`src/rtl/pic7_pkg.sv`:
```
package pic7_pkg;

    localparam int LVL_W = 3;
    localparam int NLVL  = 8;

    typedef logic [LVL_W-1:0] lvl_t;
    typedef logic [NLVL-1:0]  lvlmask_t;

    typedef enum logic {
        ST_IDLE,
        ST_WAIT
    } seq_st_t;

    typedef struct packed {
        logic vld;
        lvl_t lvl;
    } grant_t;

    // isolate the least significant set bit (most urgent level)
    function automatic lvlmask_t low_onehot(lvlmask_t m);
        return m & (~m + lvlmask_t'(1));
    endfunction

    function automatic lvl_t oh2idx(lvlmask_t oh);
        lvl_t r;
        r = '0;
        for (int i = 0; i < NLVL; i++) begin
            if (oh[i]) r = lvl_t'(i);
        end
        return r;
    endfunction

    // levels strictly more urgent than l (numbers 1 .. l-1)
    function automatic lvlmask_t above_mask(lvl_t l);
        lvlmask_t r;
        r = '0;
        for (int i = 1; i < NLVL; i++) begin
            if (lvl_t'(i) < l) r[i] = 1'b1;
        end
        return r;
    endfunction

endpackage

```
`src/rtl/pic7_lvl_table.sv`:
```
module pic7_lvl_table
    import pic7_pkg::*;
#(
    parameter int N_DEV = 8,
    parameter int DEV_W = 3
) (
    input  logic             clk,
    input  logic             rst,
    input  logic             wr_en,
    input  logic [DEV_W-1:0] wr_dev,
    input  lvl_t             wr_code,
    input  logic [N_DEV-1:0] dev_req,
    output lvlmask_t         lvl_req
);

    lvl_t lvl_q [N_DEV];

    for (genvar d = 0; d < N_DEV; d++) begin : g_dev
        always_ff @(posedge clk) begin
            if (rst)
                lvl_q[d] <= '0;
            else if (wr_en && (wr_dev == DEV_W'(d)))
                lvl_q[d] <= wr_code;
        end
    end

    always_comb begin
        lvl_req = '0;
        for (int d = 0; d < N_DEV; d++) begin
            if (dev_req[d]) lvl_req[lvl_q[d]] = 1'b1;
        end
        lvl_req[0] = 1'b0;   // code 0: interrupts disabled
    end

endmodule

```
`src/rtl/pic7_arb.sv`:
```
module pic7_arb
    import pic7_pkg::*;
(
    input  lvlmask_t lvl_req,
    input  lvlmask_t act,
    output grant_t   grant
);

    lvlmask_t ceil_mask;
    lvlmask_t elig;

    always_comb begin
        if (act == '0)
            ceil_mask = lvlmask_t'({NLVL{1'b1}}) & ~lvlmask_t'(1);
        else
            ceil_mask = above_mask(oh2idx(low_onehot(act)));
        elig      = lvl_req & ceil_mask;
        grant.vld = |elig;
        grant.lvl = oh2idx(low_onehot(elig));
    end

endmodule

```
`src/rtl/pic7_seq.sv`:
```
module pic7_seq
    import pic7_pkg::*;
#(
    parameter int VEC_BASE = 40,
    parameter int ADDR_W   = 18
) (
    input  logic              clk,
    input  logic              rst,
    input  logic              mem_rd_pt,
    input  grant_t            grant,
    input  logic              dismiss,
    input  logic              first_done,
    input  logic              first_blk_nz,
    output logic              take,
    output lvl_t              take_level,
    output logic              hnd_go,
    output logic [ADDR_W-1:0] vec_addr,
    output lvlmask_t          act
);

    localparam logic [ADDR_W-1:0] BASE = ADDR_W'(VEC_BASE);

    seq_st_t           st_q, st_d;
    lvlmask_t          act_q, act_d;
    lvl_t              cur_q, cur_d;
    logic              take_d, hnd_d;
    logic [ADDR_W-1:0] vec_q, vec_d;

    always_comb begin
        st_d   = st_q;
        act_d  = act_q;
        cur_d  = cur_q;
        vec_d  = vec_q;
        take_d = 1'b0;
        hnd_d  = 1'b0;
        case (st_q)
            ST_IDLE: begin
                if (dismiss) act_d = act_d & ~low_onehot(act_q);
                if (mem_rd_pt && grant.vld) begin
                    act_d         = act_d | (lvlmask_t'(1) << grant.lvl);
                    cur_d         = grant.lvl;
                    vec_d         = BASE + ADDR_W'({grant.lvl, 1'b0});
                    take_d        = 1'b1;
                    st_d          = ST_WAIT;
                end
            end
            ST_WAIT: begin
                if (first_done) begin
                    st_d = ST_IDLE;
                    if (first_blk_nz) begin
                        act_d = act_q & ~(lvlmask_t'(1) << cur_q);
                    end else begin
                        hnd_d = 1'b1;
                        vec_d = BASE + ADDR_W'({cur_q, 1'b1});
                    end
                end
            end
            default: st_d = ST_IDLE;
        endcase
    end

    always_ff @(posedge clk) begin
        if (rst) begin
            st_q   <= ST_IDLE;
            act_q  <= '0;
            cur_q  <= '0;
            vec_q  <= '0;
            take   <= 1'b0;
            hnd_go <= 1'b0;
        end else begin
            st_q   <= st_d;
            act_q  <= act_d;
            cur_q  <= cur_d;
            vec_q  <= vec_d;
            take   <= take_d;
            hnd_go <= hnd_d;
        end
    end

    assign take_level = cur_q;
    assign vec_addr   = vec_q;
    assign act        = act_q;

    // a take never names the disabled code
    a_r4_take_level_nonzero: assert property (@(posedge clk) disable iff (rst)
        take |-> (cur_q != '0));

    // nothing more urgent than the taken level was in service
    a_r5_take_is_most_urgent: assert property (@(posedge clk) disable iff (rst)
        take |-> ((act_q & above_mask(cur_q)) == '0));

    // nonzero block result removes the level from service
    a_r7_fast_dismiss: assert property (@(posedge clk) disable iff (rst)
        (st_q == ST_WAIT && first_done && first_blk_nz) |=> (act_q[cur_q] == 1'b0 && !hnd_go));

    // take and handler jump never coincide
    a_r8_single_strobe: assert property (@(posedge clk) disable iff (rst)
        !(take && hnd_go));

    // handler jump only follows a wait for the first word
    a_r8_hnd_after_wait: assert property (@(posedge clk) disable iff (rst)
        $rose(hnd_go) |-> $past(st_q == ST_WAIT));

endmodule

```
`src/rtl/pic7_ctrl.sv`:
```
module pic7_ctrl
    import pic7_pkg::*;
#(
    parameter int N_DEV    = 8,
    parameter int VEC_BASE = 40,
    parameter int ADDR_W   = 18,
    localparam int DEV_W   = (N_DEV > 1) ? $clog2(N_DEV) : 1
) (
    input  logic              clk,
    input  logic              rst,
    input  logic [N_DEV-1:0]  dev_req,
    input  logic              lvl_wr_en,
    input  logic [DEV_W-1:0]  lvl_wr_dev,
    input  logic [2:0]        lvl_wr_code,
    input  logic              mem_rd_pt,
    input  logic              first_done,
    input  logic              first_blk_nz,
    input  logic              dismiss,
    output logic              take,
    output logic [2:0]        take_level,
    output logic              hnd_go,
    output logic [ADDR_W-1:0] vec_addr,
    output logic [13:0]       status
);

    lvlmask_t lvl_req;
    lvlmask_t act;
    grant_t   grant;

    pic7_lvl_table #(.N_DEV(N_DEV), .DEV_W(DEV_W)) u_tbl (
        .clk     (clk),
        .rst     (rst),
        .wr_en   (lvl_wr_en),
        .wr_dev  (lvl_wr_dev),
        .wr_code (lvl_wr_code),
        .dev_req (dev_req),
        .lvl_req (lvl_req)
    );

    pic7_arb u_arb (
        .lvl_req (lvl_req),
        .act     (act),
        .grant   (grant)
    );

    pic7_seq #(.VEC_BASE(VEC_BASE), .ADDR_W(ADDR_W)) u_seq (
        .clk          (clk),
        .rst          (rst),
        .mem_rd_pt    (mem_rd_pt),
        .grant        (grant),
        .dismiss      (dismiss),
        .first_done   (first_done),
        .first_blk_nz (first_blk_nz),
        .take         (take),
        .take_level   (take_level),
        .hnd_go       (hnd_go),
        .vec_addr     (vec_addr),
        .act          (act)
    );

    assign status = {act[7:1], lvl_req[7:1]};

endmodule

```
`config.mk`:
```
export PLATFORM = sky130hd
export DESIGN_NAME = pic7_ctrl
export DESIGN_NICKNAME = d
export VERILOG_FILES = /design/src/rtl/pic7_pkg.sv /design/src/rtl/pic7_lvl_table.sv /design/src/rtl/pic7_arb.sv /design/src/rtl/pic7_seq.sv /design/src/rtl/pic7_ctrl.sv
export SDC_FILE = /design/constraint.sdc
export NUM_CORES = 1
export LEC_CHECK = 0
export BUFFER_PORTS_ARGS = -buffer_cell sky130_fd_sc_hd__buf_2
export CAP_MARGIN = 40
export CORE_ASPECT_RATIO = 1.2
export CORE_MARGIN = 2
export CORE_UTILIZATION = 40
export CTS_CLUSTER_SIZE = 30
export DETAILED_ROUTE_END_ITERATION = 10
export PLACE_DENSITY = 0.59
export SLEW_MARGIN = 10
export SYNTH_ARGS = -nofsm -noshare
export SYNTH_HDL_FRONTEND = slang
export SYNTH_HIERARCHICAL = 1
export SYNTH_SLANG_ARGS = --single-unit
```
`constraint.sdc`:
```
create_clock -name clk -period 3.2 [get_ports clk]
set_input_delay 0.32 -clock clk [delete_from_list [all_inputs] [get_ports clk]]
set_output_delay 0.32 -clock clk [all_outputs]
set_load 0.1 [all_outputs]
```
==> results of run 1 <==
-- per-layer routing --
metal  share of wire, %  routed length [um]
met3                4.6                 325
met1                 39                2730
met2                 52                3700
met5                  0                   0
met4                4.5                 321
-- metrics by stage --
stage          instance area, sq um  cells
2_1_floorplan                  2870    317
6_report                       3190    439
4_1_cts                        3190    439
3_5_place_dp                   3070    431
5_1_grt                        3190    439
3_3_place_gp                   3070    431
-- cell type report --
cell class                 instances  area (sq um)
sequential                        44          1120
multi-input combinational        243          1570
tap                               87           109
fill                             690          3620
clock inverter                     1          8.76
timing repair buffer              45           225
inverter                          12          45.0
clock buffer                       7           108
-- sequential cells by signal (all words and copies together) (netlist names) --
register,cells
u_seq/act,8
u_seq/hnd_go,1
u_seq/st_q,1
u_seq/take,1
u_seq/take_level,3
u_seq/vec_addr,6
u_tbl/lvl_q,24
-- worst max-delay path, cell delays in order, from the launching register on --
cell	delay, ns
edfxtp_1	0.49
inv_2	0.11
o32ai_1	0.09
a311oi_1	0.39
nand4_1	0.31
o311a_1	0.44
o21ai_2	0.19
nand3_1	0.23
nand3b_4	0.23
o21ai_4	0.13
mux2i_1	0.16
nor2_1	0.05
-- how the worst max path moves through the flow --
stage / depth (start not counted) / slack, ns / endpoint
final: 11 / 0.24 / u_seq/vec_addr[3]
after global routing: 11 / 0.11 / u_seq/vec_addr[3]
after CTS: 11 / 0.27 / u_seq/vec_addr[3]
after detailed placement: 12 / 0.27 / u_seq/vec_addr[3]
after global placement: 12 / 0.31 / u_seq/vec_addr[3]
after floorplan: 11 / -0.41 / u_seq/act[5]
-- power breakdown --
group / internal, mW / total (mW) / switching [mW]
Clock: 0.224 / 0.424 / 0.200
Sequential: 0.664 / 0.761 / 0.0966
Combinational: 0.249 / 1.05 / 0.798
Total: 1.14 / 2.23 / 1.09
==> impl_metrics.yaml, run 1 <==
status:
  status: "complete, no violations"
route:
  drt-total-wl_um: 7080
  drcViolationCount: 0
  viasPerCell: 5.67
  drtIter0Drc: 130
  drt_pass1_iterations: 7
  routed-via-count: 2488
  wl_per_cell_um: 16.1
  ant_nets: 0
die:
  die_y_um: 95.7
  pin_count: 58
  num_rows: 33
  start_util_pct: 41.1
  fp.dieArea_sq_um: 7690
  coreArea_sq_um: 6810
  die_w_um: 80.4
critical_path:
  worst-r2r-setup-slack_ns: 0.24
  critPathKind: "reg -> reg"
  startpoint: "u_tbl/lvl_q[0][8]"
  crit_arrival_ns: 3.13
  required_ns: 3.37
  worst_setup_path_end_kind: "flop"
  start_kind: "flop"
  path_max_fanout: 10
  r2r-end: "u_seq/vec_addr[3]"
  r2r-start: "u_tbl/lvl_q[0][8]"
  reg2reg_depth: 11
clock_tree:
  numClockSinks: 44
  cts_buffers: 5
  path_clk_slew_ns: 0.09
  clockBufferDepth: 2
  cts_tree: "done"
  post_cts_buffers: 0
  cts_resized: 0
  cts_max_level: 2
  postCtsHoldBufs: 0
  cts_root_buf: "clkbuf_8"
  clkLatencyLatePin_ns: 0.30
synthesis:
  synthCells: 306
  synth_area_per_cell_sq_um: 9.16
  synth-warning-count: 6
  synthesis.area_sq_um: 2800
finish:
  drive_above_1_share_pct: 21.9
  layout_commonest_cell: "buf_2"
  nets: 372
  final_core_util_pct: 46.8
  final_cell_mix: "buf_2, nor2_1, and2_1, edfxtp_1, nand2_1"
  antenna_cells: 0
  syn2layout_area_growth_pct: 13.8
power:
  powerDensity_nw_per_um2: 700
  vdd_ir_drop_max_mv: 0.336
  p_leak_nw: 1.24
  power_mw: 2.23
hold_path:
  hold_end: "u_seq/hnd_go"
  hp-class: "in -> reg"
  hold_depth: 2
  hold_start: "first_blk_nz"
timing:
  min_period_ns: 2.96
  fin_crit_sh_pct: 92.6
  setup_ws_ns: 0.237
  hold_viol: 0
  slew_viol_final: 0
  setup_tns_ns: 0
  skew_ns: 0.00288
  worstMarginPinSlew_ns: 0.664
  grt_setup_unrepaired: "false"
  setup_viol: 0
  fmax_mhz: 338
  slew_headroom_pct: 55.7
  whs_ns: 0.298
global_route:
  grt-ovfl-total: 0
  grt_use_total_pct: 19.2
  gr-usage-met1_pct: 20.0
  grt_pass1_vias: 2324
  grt_pass1_wl_um: 11100
  grtUsageMet3_pct: 3.75
  gr-usage-met2_pct: 35.9
  grt_max_degree: 34
  top_usage_layer: "met2"
  antenna_found_initial: 0
placed_design:
  finalWeightedCongestion: 0.869
  numPortBuffers: 45
  place_hpwl_um: 5480
  dpl_worst_slack_ns: 0.272
flow_run:
  drv_cap: 0
Power figures use the tool's default switching activity.
==> run 2, diff against run 1 <==
--- a/config.mk
+++ b/config.mk
@@ -9,10 +9,10 @@
 export CAP_MARGIN = 40
 export CORE_ASPECT_RATIO = 1.2
 export CORE_MARGIN = 2
-export CORE_UTILIZATION = 40
+export CORE_UTILIZATION = 55
 export CTS_CLUSTER_SIZE = 30
 export DETAILED_ROUTE_END_ITERATION = 10
-export PLACE_DENSITY = 0.59
+export PLACE_DENSITY = 0.78
 export SLEW_MARGIN = 10
 export SYNTH_ARGS = -nofsm -noshare
 export SYNTH_HDL_FRONTEND = slang
==> impl_metrics.yaml, run 2 (synthesized netlist as in run 1, its figures left out) <==
finish:
  drive_above_1_share_pct: 21.9
  seqCellArea_sq_um: 1120
  largest_reg_flops: 24
  final_cell_mix: "buf_2, nor2_1, and2_1, edfxtp_1, nand2_1"
  regMostFlops: "u_tbl/lvl_q"
  nets: 372
  syn2layout_area_growth_pct: 11.8
  antenna_cells: 0
  multi_input_area_sq_um: 1570
  final_core_util_pct: 63.4
  layout_commonest_cell: "buf_2"
  n_fill_cell: 436
timing:
  worstMarginPinSlew_ns: 0.651
  fin_crit_sh_pct: 89.6
  slew_viol_final: 0
  fmax_mhz: 349
  whs_ns: 0.301
  slew_headroom_pct: 56.5
  grt_setup_unrepaired: "false"
  skew_ns: 0.00223
  setup_viol: 0
  hold_viol: 0
  min_period_ns: 2.87
clock_tree:
  clockBufferDepth: 2
  cts_root_buf: "clkbuf_8"
  cts_resized: 0
  post_cts_buffers: 0
  postCtsHoldBufs: 0
  cts_tree: "done"
  cts_buffers: 5
  numClockSinks: 44
  path_clk_slew_ns: 0.08
  cts_max_level: 2
  clkLatencyLatePin_ns: 0.29
route:
  drtIter0Drc: 205
  drcViolationCount: 0
  viasPerCell: 6.02
  drt-total-wl_um: 6900
  routed-via-count: 2482
  drt_pass1_iterations: 5
  wl_per_cell_um: 16.7
  ant_nets: 0
critical_path:
  path_max_fanout: 10
  critPathKind: "reg -> reg"
  cp_num_cells: 11
  worst_setup_path_end_kind: "flop"
  slowest_stage: "edfxtp_1"
  cp_top_family: "compound AO/OA/AOI/OAI gates"
  start_kind: "flop"
  critical_path_buf_inv_count: 1
  startpoint: "u_tbl/lvl_q[0][8]"
  crit_path_end: "u_seq/vec_addr[3]"
  r2r-end: "u_seq/vec_addr[3]"
  cpPeakStageDelay_ns: 0.47
  r2r-start: "u_tbl/lvl_q[0][8]"
  reg2reg_depth: 11
  crit_chain: "inv_2 -> o32ai_1 -> a311oi_1 -> nand4_1 -> o311a_1 -> o21ai_2 -> nand3_1 -> nand3b_4 -> o21ai_4 -> mux2i_1 -> nor2_1"
  required_ns: 3.36
  worst-r2r-setup-slack_ns: 0.33
  crit_arrival_ns: 3.03
status:
  status: "complete, no violations"
global_route:
  grt_pass1_wl_um: 10700
  grt_use_total_pct: 24.3
  grt_max_degree: 34
  grt_pass1_vias: 2209
  antenna_found_initial: 0
  grt-ovfl-total: 0
flow_run:
  drv_cap: 0
power:
  p_leak_nw: 1.23
  powerDensity_nw_per_um2: 693
  vdd_ir_drop_max_mv: 0.349
die:
  coreArea_sq_um: 4940
  die_w_um: 69.2
  pin_count: 58
  die_y_um: 82.2
  fp.dieArea_sq_um: 5690
  num_rows: 28
  start_util_pct: 56.7
placed_design:
  finalWeightedCongestion: 0.920
  place_hpwl_um: 5370
  numPortBuffers: 45
hold_path:
  hp-class: "in -> reg"
## run 2: power breakdown
part | switching [mW] | internal (mW) | total (mW)
sequential | 0.0959 | 0.664 | 0.760
clock | 0.184 | 0.179 | 0.363
combinational | 0.800 | 0.249 | 1.05
total | 1.08 | 1.09 | 2.17
## run 2: area by class of cell
cell class,count,area share [%]
Clock buffer,7,2.79
Clock inverter,1,0.200
Inverter,12,1.44
Multi-Input combinational cell,243,50.2
Sequential cell,44,35.8
Tap cell,60,2.40
Timing Repair Buffer,45,7.19
## run 2: worst reg2reg max path, stage by stage, from the launching register on
cell and delay [ns]:
edfxtp_1 0.47, inv_2 0.11, o32ai_1 0.11, a311oi_1 0.30, nand4_1 0.28, o311a_1 0.45, o21ai_2 0.20, nand3_1 0.22
nand3b_4 0.23, o21ai_4 0.14, mux2i_1 0.18, nor2_1 0.06
## run 2: worst min-delay path by stage
stage / startpoint / to / slack, ns / depth (start not counted)
6_report: first_blk_nz / u_seq/hnd_go / 0.30 / 2
4_1_cts: first_blk_nz / u_seq/hnd_go / 0.29 / 2
5_1_grt: first_blk_nz / u_seq/hnd_go / 0.31 / 2
3_5_place_dp: u_seq/vec_addr[5] / u_seq/vec_addr[5] / 0.45 / 2
2_1_floorplan: first_blk_nz / u_seq/hnd_go / 0.40 / 1
3_3_place_gp: u_seq/vec_addr[5] / u_seq/vec_addr[5] / 0.45 / 2
## run 2: routing by layer
layer	share of wire, %	track usage [%]	vias to the layer above
met2	55	47.6	100
met3	4.9	4.37	18
li1	-	-	1200
met1	37	25.3	1164
met5	0	0	-
met4	3.2	11.6	0
## run 2: metrics by stage
stage | instance area [sq um] | setup WS [ns] | std cells | setup TNS [ns] | power (mW)
detailed placement | 3040 | 0.331 | 404 | 0 | 1.81
floorplan | 2870 | -0.410 | 317 | -5.28 | 1.65
CTS | 3130 | 0.334 | 412 | 0 | 2.17
finish | 3130 | 0.333 | 412 | 0 | 2.17
global placement | 3040 | 0.362 | 404 | 0 | 1.80
global route | 3130 | 0.107 | 412 | 0 | 2.27
==> run 3, diff against run 2 <==
--- a/config.mk
+++ b/config.mk
@@ -8,7 +8,6 @@
 export BUFFER_PORTS_ARGS = -buffer_cell sky130_fd_sc_hd__buf_2
 export CAP_MARGIN = 40
 export CORE_ASPECT_RATIO = 1.2
-export CORE_MARGIN = 2
 export CORE_UTILIZATION = 55
 export CTS_CLUSTER_SIZE = 30
 export DETAILED_ROUTE_END_ITERATION = 10
==> impl_metrics.yaml, run 3 (synthesized netlist as in run 1, its figures left out) <==
global_route:
  grt_pass1_wl_um: 10900
  grt_pass1_vias: 2234
  grt_max_degree: 34
  grt-ovfl-total: 0
  grt_use_total_pct: 27.8
  antenna_found_initial: 0
placed_design:
  numPortBuffers: 45
  finalWeightedCongestion: 0.909
  dpl_worst_slack_ns: 0.409
  place_hpwl_um: 5430
critical_path:
  worst_setup_path_end_kind: "flop"
  cp_num_cells: 11
  crit_chain: "inv_2 -> o32ai_1 -> a311oi_1 -> nand4_1 -> o311a_1 -> o21ai_2 -> nand3_1 -> nand3b_4 -> o21ai_4 -> mux2i_1 -> nor2_1"
  critPathKind: "reg -> reg"
  path_max_fanout: 10
  start_kind: "flop"
  critical_path_buf_inv_count: 1
  cp_top_family: "compound AO/OA/AOI/OAI gates"
  cpPeakStageDelay_ns: 0.48
  reg2reg_depth: 11
  slowest_stage: "edfxtp_1"
  required_ns: 3.37
  worst-r2r-setup-slack_ns: 0.28
  crit_arrival_ns: 3.09
finish:
  final_cell_mix: "buf_2, nor2_1, and2_1, edfxtp_1, nand2_1"
  syn2layout_area_growth_pct: 12.6
  layout_commonest_cell: "buf_2"
  drive_above_1_share_pct: 21.9
  antenna_cells: 0
  regMostFlops: "u_tbl/lvl_q"
  largest_reg_flops: 24
  nets: 372
clock_tree:
  numClockSinks: 44
  cts_tree: "done"
  cts_max_level: 2
  path_clk_slew_ns: 0.09
  cts_root_buf: "clkbuf_8"
  clockBufferDepth: 2
  post_cts_buffers: 0
  clkLatencyLatePin_ns: 0.30
  cts_resized: 0
  cts_buffers: 5
  postCtsHoldBufs: 0
die:
  die_w_um: 67.2
  coreArea_sq_um: 4900
  die_y_um: 80.2
  pin_count: 58
  num_rows: 28
  fp.dieArea_sq_um: 5390
  start_util_pct: 57.1
route:
  ant_nets: 0
  routed-via-count: 2494
  viasPerCell: 6.05
  drtIter0Drc: 145
  wl_per_cell_um: 17.3
  drcViolationCount: 0
  drt-total-wl_um: 7110
  drt_pass1_iterations: 4
timing:
  hold_viol: 0
  setup_viol: 0
  whs_ns: 0.298
  skew_ns: 0.00937
  fmax_mhz: 342
  grt_setup_unrepaired: "false"
  slew_viol_final: 0
  min_period_ns: 2.92
  slew_headroom_pct: 54.3
  fin_crit_sh_pct: 91.2
  setup_ws_ns: 0.280
  worstMarginPinSlew_ns: 0.685
power:
  power_mw: 2.24
  vdd_ir_drop_max_mv: 0.354
  powerDensity_nw_per_um2: 709
  p_leak_nw: 1.24
hold_path:
  hold_depth: 2
  hp-class: "in -> reg"
flow_run:
  drv_cap: 0
status:
  status: "complete, no violations"
## run 3: final cells by class
type | instances | area [sq um]
multi-input combinational | 243 | 1570
timing repair buffer | 45 | 225
fill | 431 | 1750
clock buffer | 7 | 108
tap | 60 | 75.1
sequential | 44 | 1120
inverter | 12 | 45.0
clock inverter | 1 | 8.76
## run 3: worst paths after layout
kind	start	to
max	u_tbl/lvl_q[0][8]	u_seq/vec_addr[3]
min	first_blk_nz	u_seq/hnd_go
max reg2reg	u_tbl/lvl_q[0][8]	u_seq/vec_addr[3]
min reg2reg	u_seq/vec_addr[5]	u_seq/vec_addr[5]
## run 3: routing by layer
layer	routed length [um]	vias up	global-route usage, %
met5	0	-	0
met4	282	0	13.6
met3	319	25	4.55
met2	3880	108	50.3
met1	2630	1161	30.5
li1	-	1200	-
## run 3: worst register-to-register path, cell delays in order, from the launching register on
cell      delay, ns
edfxtp_1       0.48
inv_2          0.11
o32ai_1        0.10
a311oi_1       0.36
nand4_1        0.30
o311a_1        0.45
o21ai_2        0.20
nand3_1        0.22
nand3b_4       0.23
o21ai_4        0.13
mux2i_1        0.16
nor2_1         0.06
## run 3: power breakdown
part           internal, mW  total (mW)  switching [mW]
registers             0.664       0.761          0.0965
logic                 0.249        1.05           0.801
clock network         0.224       0.427           0.203
total                  1.14        2.24            1.10
## run 3: stage by stage
step                instances  setup TNS, ns  area [sq um]  util (%)
floorplan                 317          -5.28          2870         -
global placement          404              0          3040      62.0
detailed placement        404              0          3040      62.0
CTS                       412              0          3160      64.4
global route              412              0          3160      64.4
finish                    412              0          3160      64.4
